==> src/rtl/tdm_slot_pkg.sv <==
package tdm_slot_pkg;

    localparam int CFG_W  = 16;
    localparam int OFF_W  = 7;
    localparam int SIZE_W = 4;
    localparam int DLY_W  = 4;
    localparam int GRAN   = 8;   // channels per window length step

    typedef enum logic [1:0] {
        PH_IDLE  = 2'd0,
        PH_DELAY = 2'd1,
        PH_DATA  = 2'd2
    } phase_e;

    // Field order is the word layout, MSB first
    typedef struct packed {
        logic [DLY_W-1:0]  dly;
        logic              en;
        logic [SIZE_W-1:0] size;
        logic [OFF_W-1:0]  off;
    } cfg_t;

endpackage

==> src/rtl/tdm_cfg_shadow.sv <==
module tdm_cfg_shadow
    import tdm_slot_pkg::*;
(
    input  logic              clk,
    input  logic              rst_n,
    input  logic              take_i,
    input  logic [OFF_W-1:0]  off_i,
    input  logic [SIZE_W-1:0] size_i,
    output logic [OFF_W-1:0]  off_o,
    output logic [SIZE_W-1:0] size_o
);

    typedef struct packed {
        logic [OFF_W-1:0]  off;
        logic [SIZE_W-1:0] size;
    } win_t;

    win_t win_d, win_q;

    always_comb begin
        win_d = win_q;
        if (take_i) begin
            win_d.off  = off_i;
            win_d.size = size_i;
        end
    end

    always_ff @(posedge clk or negedge rst_n) begin
        if (!rst_n) win_q <= '0;
        else        win_q <= win_d;
    end

    // A frame sync cycle already runs with the new window
    assign off_o  = take_i ? off_i  : win_q.off;
    assign size_o = take_i ? size_i : win_q.size;

endmodule

==> src/rtl/tdm_slot_counter.sv <==
module tdm_slot_counter
    import tdm_slot_pkg::*;
#(
    parameter int SLOT_BITS   = 8,
    parameter int FRAME_SLOTS = 128,
    localparam int BIT_W = (SLOT_BITS > 1) ? $clog2(SLOT_BITS) : 1,
    localparam int IDX_W = $clog2(FRAME_SLOTS)
)(
    input  logic             clk,
    input  logic             rst_n,
    input  logic             en_i,
    input  logic             fsync_i,
    input  logic [DLY_W-1:0] dly_i,
    output logic             active_o,
    output logic [IDX_W-1:0] slot_o,
    output logic [BIT_W-1:0] bit_o
);

    localparam logic [BIT_W-1:0] LAST_BIT  = BIT_W'(SLOT_BITS - 1);
    localparam logic [IDX_W-1:0] LAST_SLOT = IDX_W'(FRAME_SLOTS - 1);

    typedef struct packed {
        phase_e           ph;
        logic [DLY_W-1:0] rem;
        logic [BIT_W-1:0] bitc;
        logic [IDX_W-1:0] slot;
    } st_t;

    st_t st_q, st_d, cur;

    always_comb begin
        // Position of the present cycle: stored position unless overridden
        cur = st_q;
        if (!en_i) begin
            cur.ph   = PH_IDLE;
            cur.rem  = '0;
            cur.bitc = '0;
            cur.slot = '0;
        end else if (fsync_i) begin
            cur.ph   = (dly_i == '0) ? PH_DATA : PH_DELAY;
            cur.rem  = dly_i;
            cur.bitc = '0;
            cur.slot = '0;
        end

        // Position of the following cycle
        st_d = cur;
        case (cur.ph)
            PH_DELAY: begin
                if (cur.rem == DLY_W'(1)) begin
                    st_d.ph   = PH_DATA;
                    st_d.rem  = '0;
                    st_d.bitc = '0;
                    st_d.slot = '0;
                end else begin
                    st_d.rem = cur.rem - 1'b1;
                end
            end
            PH_DATA: begin
                if (cur.bitc == LAST_BIT) begin
                    st_d.bitc = '0;
                    if (cur.slot == LAST_SLOT) begin
                        st_d.ph   = PH_IDLE;
                        st_d.slot = '0;
                    end else begin
                        st_d.slot = cur.slot + 1'b1;
                    end
                end else begin
                    st_d.bitc = cur.bitc + 1'b1;
                end
            end
            default: st_d = cur;
        endcase
    end

    always_ff @(posedge clk or negedge rst_n) begin
        if (!rst_n) begin
            st_q.ph   <= PH_IDLE;
            st_q.rem  <= '0;
            st_q.bitc <= '0;
            st_q.slot <= '0;
        end else begin
            st_q <= st_d;
        end
    end

    assign active_o = (cur.ph == PH_DATA);
    assign slot_o   = active_o ? cur.slot : '0;
    assign bit_o    = active_o ? cur.bitc : '0;

endmodule

==> src/rtl/tdm_window_cmp.sv <==
module tdm_window_cmp
    import tdm_slot_pkg::*;
#(
    parameter int FRAME_SLOTS = 128,
    localparam int IDX_W = $clog2(FRAME_SLOTS),
    localparam int CMP_W = OFF_W + 2
)(
    input  logic              active_i,
    input  logic [IDX_W-1:0]  slot_i,
    input  logic [OFF_W-1:0]  off_i,
    input  logic [SIZE_W-1:0] size_i,
    output logic              in_win_o
);

    logic [CMP_W-1:0] lo, len, hi, k;

    always_comb begin
        lo  = CMP_W'(off_i);
        len = (CMP_W'(size_i) + 1'b1) * CMP_W'(GRAN);
        hi  = lo + len;
        k   = CMP_W'(slot_i);
        in_win_o = active_i && (k >= lo) && (k < hi);
    end

endmodule

==> src/rtl/tdm_slot_tracker.sv <==
module tdm_slot_tracker
    import tdm_slot_pkg::*;
#(
    parameter int SLOT_BITS   = 8,
    parameter int FRAME_SLOTS = 128
)(
    input  logic        clk,
    input  logic        rst_n,
    input  logic [15:0] cfg_i,
    input  logic        fsync_i,
    output logic        active_o,
    output logic [6:0]  slot_idx_o,
    output logic        slot_start_o,
    output logic        slot_last_o,
    output logic        first_bit_o,
    output logic        in_window_o
);

    localparam int BIT_W = (SLOT_BITS > 1) ? $clog2(SLOT_BITS) : 1;
    localparam int IDX_W = $clog2(FRAME_SLOTS);
    localparam logic [BIT_W-1:0] LAST_BIT = BIT_W'(SLOT_BITS - 1);

    cfg_t              cfg;
    logic              take;
    logic [OFF_W-1:0]  win_off;
    logic [SIZE_W-1:0] win_size;
    logic              act;
    logic [IDX_W-1:0]  slot;
    logic [BIT_W-1:0]  bitc;
    logic              in_win;

    assign cfg  = cfg_t'(cfg_i);
    assign take = cfg.en && fsync_i;

    tdm_cfg_shadow u_shadow (
        .clk    (clk),
        .rst_n  (rst_n),
        .take_i (take),
        .off_i  (cfg.off),
        .size_i (cfg.size),
        .off_o  (win_off),
        .size_o (win_size)
    );

    tdm_slot_counter #(
        .SLOT_BITS   (SLOT_BITS),
        .FRAME_SLOTS (FRAME_SLOTS)
    ) u_count (
        .clk      (clk),
        .rst_n    (rst_n),
        .en_i     (cfg.en),
        .fsync_i  (fsync_i),
        .dly_i    (cfg.dly),
        .active_o (act),
        .slot_o   (slot),
        .bit_o    (bitc)
    );

    tdm_window_cmp #(
        .FRAME_SLOTS (FRAME_SLOTS)
    ) u_win (
        .active_i (act),
        .slot_i   (slot),
        .off_i    (win_off),
        .size_i   (win_size),
        .in_win_o (in_win)
    );

    assign active_o     = act;
    assign slot_idx_o   = 7'(slot);
    assign slot_start_o = act && (bitc == '0);
    assign slot_last_o  = act && (bitc == LAST_BIT);
    assign first_bit_o  = act && (bitc == '0) && (slot == '0);
    assign in_window_o  = in_win;

endmodule

==> config.mk <==
export PLATFORM = sky130hd
export DESIGN_NAME = tdm_slot_tracker
export DESIGN_NICKNAME = d
export VERILOG_FILES = /design/src/rtl/tdm_slot_pkg.sv /design/src/rtl/tdm_cfg_shadow.sv /design/src/rtl/tdm_slot_counter.sv /design/src/rtl/tdm_window_cmp.sv /design/src/rtl/tdm_slot_tracker.sv
export SDC_FILE = /design/constraint.sdc
export NUM_CORES = 1
export LEC_CHECK = 0
export BUFFER_PORTS_ARGS = -buffer_cell sky130_fd_sc_hd__buf_2
export CAP_MARGIN = 20
export CORE_ASPECT_RATIO = 2
export CORE_MARGIN = 2
export CORE_UTILIZATION = 50
export CTS_BUF_LIST = sky130_fd_sc_hd__clkbuf_4 sky130_fd_sc_hd__clkbuf_8
export DETAILED_ROUTE_END_ITERATION = 10
export PLACE_DENSITY = 0.76
export SYNTH_ARGS = -nofsm -noshare
export SYNTH_HDL_FRONTEND = slang
export SYNTH_SLANG_ARGS = --single-unit
==> constraint.sdc <==
create_clock -name clk -period 7.53 [get_ports clk]
set_input_delay 1.1295 -clock clk [delete_from_list [all_inputs] [get_ports clk]]
set_output_delay 1.1295 -clock clk [all_outputs]
set_load 0.01 [all_outputs]
==> results.yml, run 1 <==
finish:
  drive_above_1_share: 0.231
  diodes: 0
  area_growth_pct: 10.6
  fin_nets: 291
floorplan:
  dieWidth_um: 49.6
  start_util: 0.515
  rows: 33
  core_area_um2: 4050
  dieHeight_um: 95.3
  ioPinCount: 31
  die-area_um2: 4730
setup_path:
  slowest_stage: "mux2i_1"
  cpPeakStageDelay_ns: 0.39
  path_cells: "buf_2 > nand2_2 > mux2i_1 > inv_2 > ha_1 > ha_1 > a21o_1 > a21oi_1 > xor2_1 > ha_1 > nor3_1 > a221oi_1 > a21oi_1 > buf_2"
  crit_type: "in2out"
  reg2reg_from: "u_count.st_q[15]"
  cp_top_family: "adder cells"
  cp_max_fo: 13
  critPathMostFrequentCell: "ha_1"
  start_kind: "input pin"
  crit_arrival_ns: 4.02
  cp-end-kind: "output port"
  critPathBufInv: 3
  crit_start: "cfg_i[11]"
  worstPathRequired_ns: 6.40
drt:
  via_per_inst: 5.84
  routed_wl_mm: 4.81
  ant_nets: 0
  routedWlPerCell_um: 16.1
  drtIter0Drc: 58
  firstDrtPassIters: 4
  num_vias: 1745
  drc: 0
sta:
  timing.final.crit_share: 0.684
  max_clock_freq_mhz: 194
  grt_setup_unrepaired: "false"
  final-hold-violation-count: 0
  fin_crit_ns: 5.15
  tightest_slew_ns: 0.627
  setup_viol: 0
  setup_tns_ns: 0
  max_slew_margin: 0.582
  fin_skew_ns: 0.00590
  drv_slew: 0
cts:
  htree_levels: 1
  cts_tree: "yes"
  insertion_delay_ns: 0.28
  cts_buffers: 3
  cts_sinks: 27
  cts-root-buf: "clkbuf_8"
  ctsResizeCount: 0
  hold_buffers: 0
  cts_buffer_depth: 2
  clk_pin_slew_worst_paths_ns: 0.09
  cts_setup_buffers: 0
power:
  swShare: 0.330
  powerDensity_nw_per_um2: 159
  combPwrFrac: 0.325
  power.share.sequential: 0.441
  peakVddDrop_mv: 0.126
  leakage_nw: 1.23
  p_int_w: 0.000245
  net-switching-power_w: 0.000121
  power_frac_clock: 0.234
  p_total_w: 0.000366
placement:
  dpl.hpwl_mm: 3.84
  port_buffers: 30
  place_congestion: 0.839
worst_hold_path:
  min_from: "u_shadow.win_q[5]"
  hold_path_class: "reg2reg"
outcome:
  status: "finished clean"
synth:
  syn_avg_cell_area_um2: 9.47
  synth_seq_area_share: 0.324
  ys.warnings.count: 0
  synth_area_um2: 2080
  synth_seq_cells: 27
  synthCells: 220
  synth_cell_type_count: 49
  syn_nets: 263
global_routing:
  grt_pass1_vias: 1884
  grt_pass1_wl_mm: 8.44
  antenna_found_initial: 0
  grt_max_degree: 28
  grt_overflow_total: 0
  global_route.usage.total: 0.235
job:
  drv_cap: 0
## power groups by stage
stage | Combinational [W] | Sequential [W] | Clock (W)
floorplan | 0.0000849 | 0.000163 | 0
global placement | 0.000115 | 0.000164 | 0
detailed placement | 0.000119 | 0.000164 | 0
CTS | 0.000120 | 0.000162 | 0.0000883
global route | 0.000136 | 0.000163 | 0.0000941
finish | 0.000119 | 0.000161 | 0.0000857
## final timing paths
path	end	slack [ns]	cells past startpoint
max reg2reg	u_count.st_q[3]	5.25	8
min	u_shadow.win_q[5]	0.51	2
min in group asynchronous	u_count.st_q[14]	0.85	1
min reg2reg	u_shadow.win_q[5]	0.51	2
max in group asynchronous	u_count.st_q[0]	6.27	1
max	in_window_o	2.38	14
## placed cells by master, fill, tap and decap left out, drive strengths merged, types with 3 or more instances in the layout
cell type and count:
nand2b 3, a22o 3, a31o 4, a21oi 10, nor3 4, nor4 4
and4 3, a21boi 3, and3 8, nand2 17, nand3 7, and2 5
nand3b 3, o21ai 17, nor2b 4, nor2 7, nand4 3, buf 31
dfrtp 27, inv 21, ha 23, mux2 10, mux2i 9, xor2 3
clkbuf 3
## per-layer routing
metal  GRT usage  routed length (um)
met5           0                   0
met4       0.148                 256
met3      0.0251                 129
met2       0.446                2710
met1       0.235                1710
## sequential cells by signal, summed over array words and instances, names as in the netlist
register	cells
u_count.st_q	16
u_shadow.win_q	11
## cell usage after synthesis, drive strengths merged
| cell type | instances | area share |
|---|---|---|
| dfrtp | 27 | 0.32 |
| ha | 23 | 0.14 |
| inv | 21 | 0.038 |
| nand2 | 17 | 0.038 |
| o21ai | 17 | 0.043 |
| a21oi | 10 | 0.024 |
| mux2 | 10 | 0.058 |
| mux2i | 9 | 0.043 |
| and3 | 8 | 0.025 |
| nand3 | 7 | 0.019 |
| nor2 | 7 | 0.013 |
| and2 | 5 | 0.015 |
| buf | 5 | 0.017 |
| a31o | 4 | 0.017 |
| nor2b | 4 | 0.012 |
| nor3 | 4 | 0.0096 |
| nor4 | 4 | 0.012 |
| a21boi | 3 | 0.011 |
| a22o | 3 | 0.013 |
| and4 | 3 | 0.013 |
| clkbuf | 3 | 0.0054 |
| nand2b | 3 | 0.013 |
| nand3b | 3 | 0.011 |
| nand4 | 3 | 0.012 |
| xor2 | 3 | 0.013 |
| a211oi | 2 | 0.0072 |
| a21o | 2 | 0.0072 |
| o21a | 2 | 0.0072 |
| o22ai | 2 | 0.0060 |
| xnor2 | 2 | 0.0084 |
| a221oi | 1 | 0.0042 |
| a41o | 1 | 0.010 |
| fa | 1 | 0.0096 |
| or4 | 1 | 0.0054 |
## cell families (layout without fill, tap and decap cells)
family	count (synthesis)	count (layout)	synth area share
buffers and inverters	29	56	0.0607
XOR/XNOR	5	5	0.0210
AND/OR/NAND/NOR	69	69	0.196
adder cells (fa/ha/maj)	24	24	0.148
multiplexers	19	19	0.101
flip-flops	27	27	0.324
AO/OA/AOI/OAI	47	47	0.149
## stage by stage
stage / utilization / hold WS, ns / instances / instance area (um^2) / worst slack (ns)
6_report: 0.570 / 0.507 / 299 / 2300 / 2.38
5_1_grt: 0.570 / 0.534 / 299 / 2300 / 2.04
4_1_cts: 0.570 / 0.514 / 299 / 2300 / 2.35
3_5_place_dp: 0.558 / 0.492 / 295 / 2260 / 2.37
3_3_place_gp: 0.558 / 0.478 / 295 / 2260 / 2.37
2_1_floorplan: - / 0.456 / 220 / 2080 / 2.92
## final cells by class
class / instances / area, um^2
repair buffers: 31 / 158
multi-input cells: 164 / 1280
fillers: 402 / 1740
well taps: 52 / 65.1
clock buffers: 3 / 41.3
inverters: 21 / 78.8
clock inverters: 1 / 5.00
flip-flops and latches: 27 / 676
## worst register-to-register path, delay by kind of cell (launching register included)
family          cells  cell delay [ns]
fa+ha+maj           1             0.50
buf+inv             1             0.10
simple gates        4             1.02
compound gates      2             0.28
flops               1             0.34
(Power assumes the default switching activity.)
==> inputs of run 2 (changes only) <==
--- a/config.mk
+++ b/config.mk
@@ -12,7 +12,7 @@
 export CORE_UTILIZATION = 50
 export CTS_BUF_LIST = sky130_fd_sc_hd__clkbuf_4 sky130_fd_sc_hd__clkbuf_8
 export DETAILED_ROUTE_END_ITERATION = 10
-export PLACE_DENSITY = 0.76
+export PLACE_DENSITY = 0.79
 export SYNTH_ARGS = -nofsm -noshare
 export SYNTH_HDL_FRONTEND = slang
 export SYNTH_SLANG_ARGS = --single-unit
==> constraint.sdc (replaced) <==
create_clock -name clk -period 4.2 [get_ports clk]
set_input_delay 0.63 -clock clk [delete_from_list [all_inputs] [get_ports clk]]
set_output_delay 0.63 -clock clk [all_outputs]
set_load 0.01 [all_outputs]
==> run 2 against run 1 <==
  * Utilization grew 0.80 points
  * Die area unchanged
  * Global-route usage decreased by 2.3 points
  * Setup slack lost 2.1 ns
  * Total power up 81%
  * Combinational power increased by 81%
  * Critical path depth down 1
  * Sequential cell count unchanged
  * Clock skew fell by 0.0024 ns
  * Register-to-register slack lost 3.4 ns
  * Clock power increased by 83%
  * Critical path type unchanged
  * Largest cell class unchanged
  * Highest routed layer unchanged
==> results.yml, run 2 (synthesis results as in run 1) <==
outcome:
  status: "finished clean"
finish:
  reg.largest.list: "u_count.st_q x16, u_shadow.win_q x11"
  top_register: "u_count.st_q"
  area_growth_pct: 12.2
  fin_nets: 295
  layout_commonest_cell: "buf_2"
  final_cell_mix: "30 x buf_2, 27 x dfrtp_1, 23 x ha_1"
  largest_reg_flops: 16
  seq_area_um2: 676
  multiInputGateArea_um2: 1280
  fillCellCount: 428
  drive_above_1_share: 0.243
  diodes: 0
setup_path:
  crit_type: "in2out"
  crit_arrival_ns: 3.33
  cp-end-kind: "output port"
  start_kind: "input pin"
  worstPathRequired_ns: 3.57
  cp_max_fo: 11
job:
  drv_cap: 0
floorplan:
  core_area_um2: 4050
  start_util: 0.515
  ioPinCount: 31
  dieHeight_um: 95.3
  die-area_um2: 4730
  rows: 33
  dieWidth_um: 49.6
cts:
  cts_buffer_depth: 2
  clk_pin_slew_worst_paths_ns: 0.10
  cts_tree: "yes"
  cts_sinks: 27
  cts_buffers: 3
  htree_levels: 1
  cts_setup_buffers: 0
  cts-root-buf: "clkbuf_8"
  hold_buffers: 0
  ctsResizeCount: 0
  insertion_delay_ns: 0.28
sta:
  max_slew_margin: 0.585
  tightest_slew_ns: 0.622
  timing.final.crit_share: 0.943
  fin_crit_ns: 3.96
  max_clock_freq_mhz: 252
  fin_skew_ns: 0.00350
  setup_viol: 0
  setup_ws_ns: 0.237
  drv_slew: 0
  holdWs_ns: 0.352
  setup_tns_ns: 0
  final-hold-violation-count: 0
  grt_setup_unrepaired: "false"
drt:
  routedWlPerCell_um: 15.5
  routed_wl_mm: 4.70
  ant_nets: 0
  drtIter0Drc: 43
  drc: 0
  firstDrtPassIters: 4
  num_vias: 1797
  via_per_inst: 5.93
global_routing:
  grt_max_degree: 28
  antenna_found_initial: 0
  grt_pass1_vias: 1797
  grt_overflow_total: 0
  grt_pass1_wl_mm: 7.62
  global_route.usage.total: 0.211
power:
  leakage_nw: 1.24
  peakVddDrop_mv: 0.183
  powerDensity_nw_per_um2: 283
placement:
  port_buffers: 30
  dpl.hpwl_mm: 3.82
  place_congestion: 0.846
  dpl_worst_slack_ns: 0.247
worst_hold_path:
  hold_path_class: "in2async"
run 2: cell types whose count changed in the layout (fill, tap and decap cells not counted), sizes merged:
cell,delta
buf,+4
clkinv,-1
clkinvlp,+1
run 2: where the power goes:
group	internal (W)	switching [W]	total, W
clock network	0.0000676	0.0000896	0.000157
registers	0.000282	0.00000655	0.000288
logic	0.0000950	0.000120	0.000215
run 2: stage by stage:
stage	area [um^2]	power [W]	util	std cells
5_1_grt	2340	0.000706	0.578	303
6_report	2340	0.000661	0.578	303
4_1_cts	2340	0.000669	0.578	303
3_5_place_dp	2290	0.000512	0.566	299
2_1_floorplan	2080	0.000444	-	220
3_3_place_gp	2290	0.000504	0.566	299
run 2: path summary, 6_finish.rpt:
check / startpoint / endpoint / slack, ns / cells past startpoint
max reg2reg: u_count.st_q[15] / u_count.st_q[3] / 1.88 / 9
min: rst_n / u_count.st_q[3] / 0.35 / 1
max in group asynchronous: rst_n / u_count.st_q[6] / 3.44 / 1
min reg2reg: u_shadow.win_q[5] / u_shadow.win_q[5] / 0.50 / 2
max: cfg_i[11] / in_window_o / 0.24 / 13
min in group clk: u_shadow.win_q[5] / u_shadow.win_q[5] / 0.50 / 2
run 2: layout make-up:
cell class,instances,area share
clock buffers,3,0.0177
clock inverters,1,0.00321
inverters,21,0.0337
multi-input cells,164,0.548
flip-flops and latches,27,0.289
well taps,52,0.0278
repair buffers,35,0.0803
run 2: worst max-delay path: stages:
cell,delay [ns]
buf_2,0.27
nand2_2,0.12
mux2_2,0.31
ha_1,0.32
ha_1,0.29
a21o_1,0.20
a21oi_1,0.17
xor2_1,0.22
ha_1,0.20
nor3_1,0.06
a221oi_1,0.29
a21oi_1,0.11
buf_2,0.14
run 2: layer usage:
metal / GRT usage / share of wire / wire length (um) / up-vias
li1: - / - / - / 849
met1: 0.193 / 0.36 / 1690 / 871
met2: 0.413 / 0.57 / 2660 / 54
met3: 0.0251 / 0.027 / 128 / 23
met4: 0.148 / 0.047 / 221 / 0
met5: 0 / 0 / 0 / -
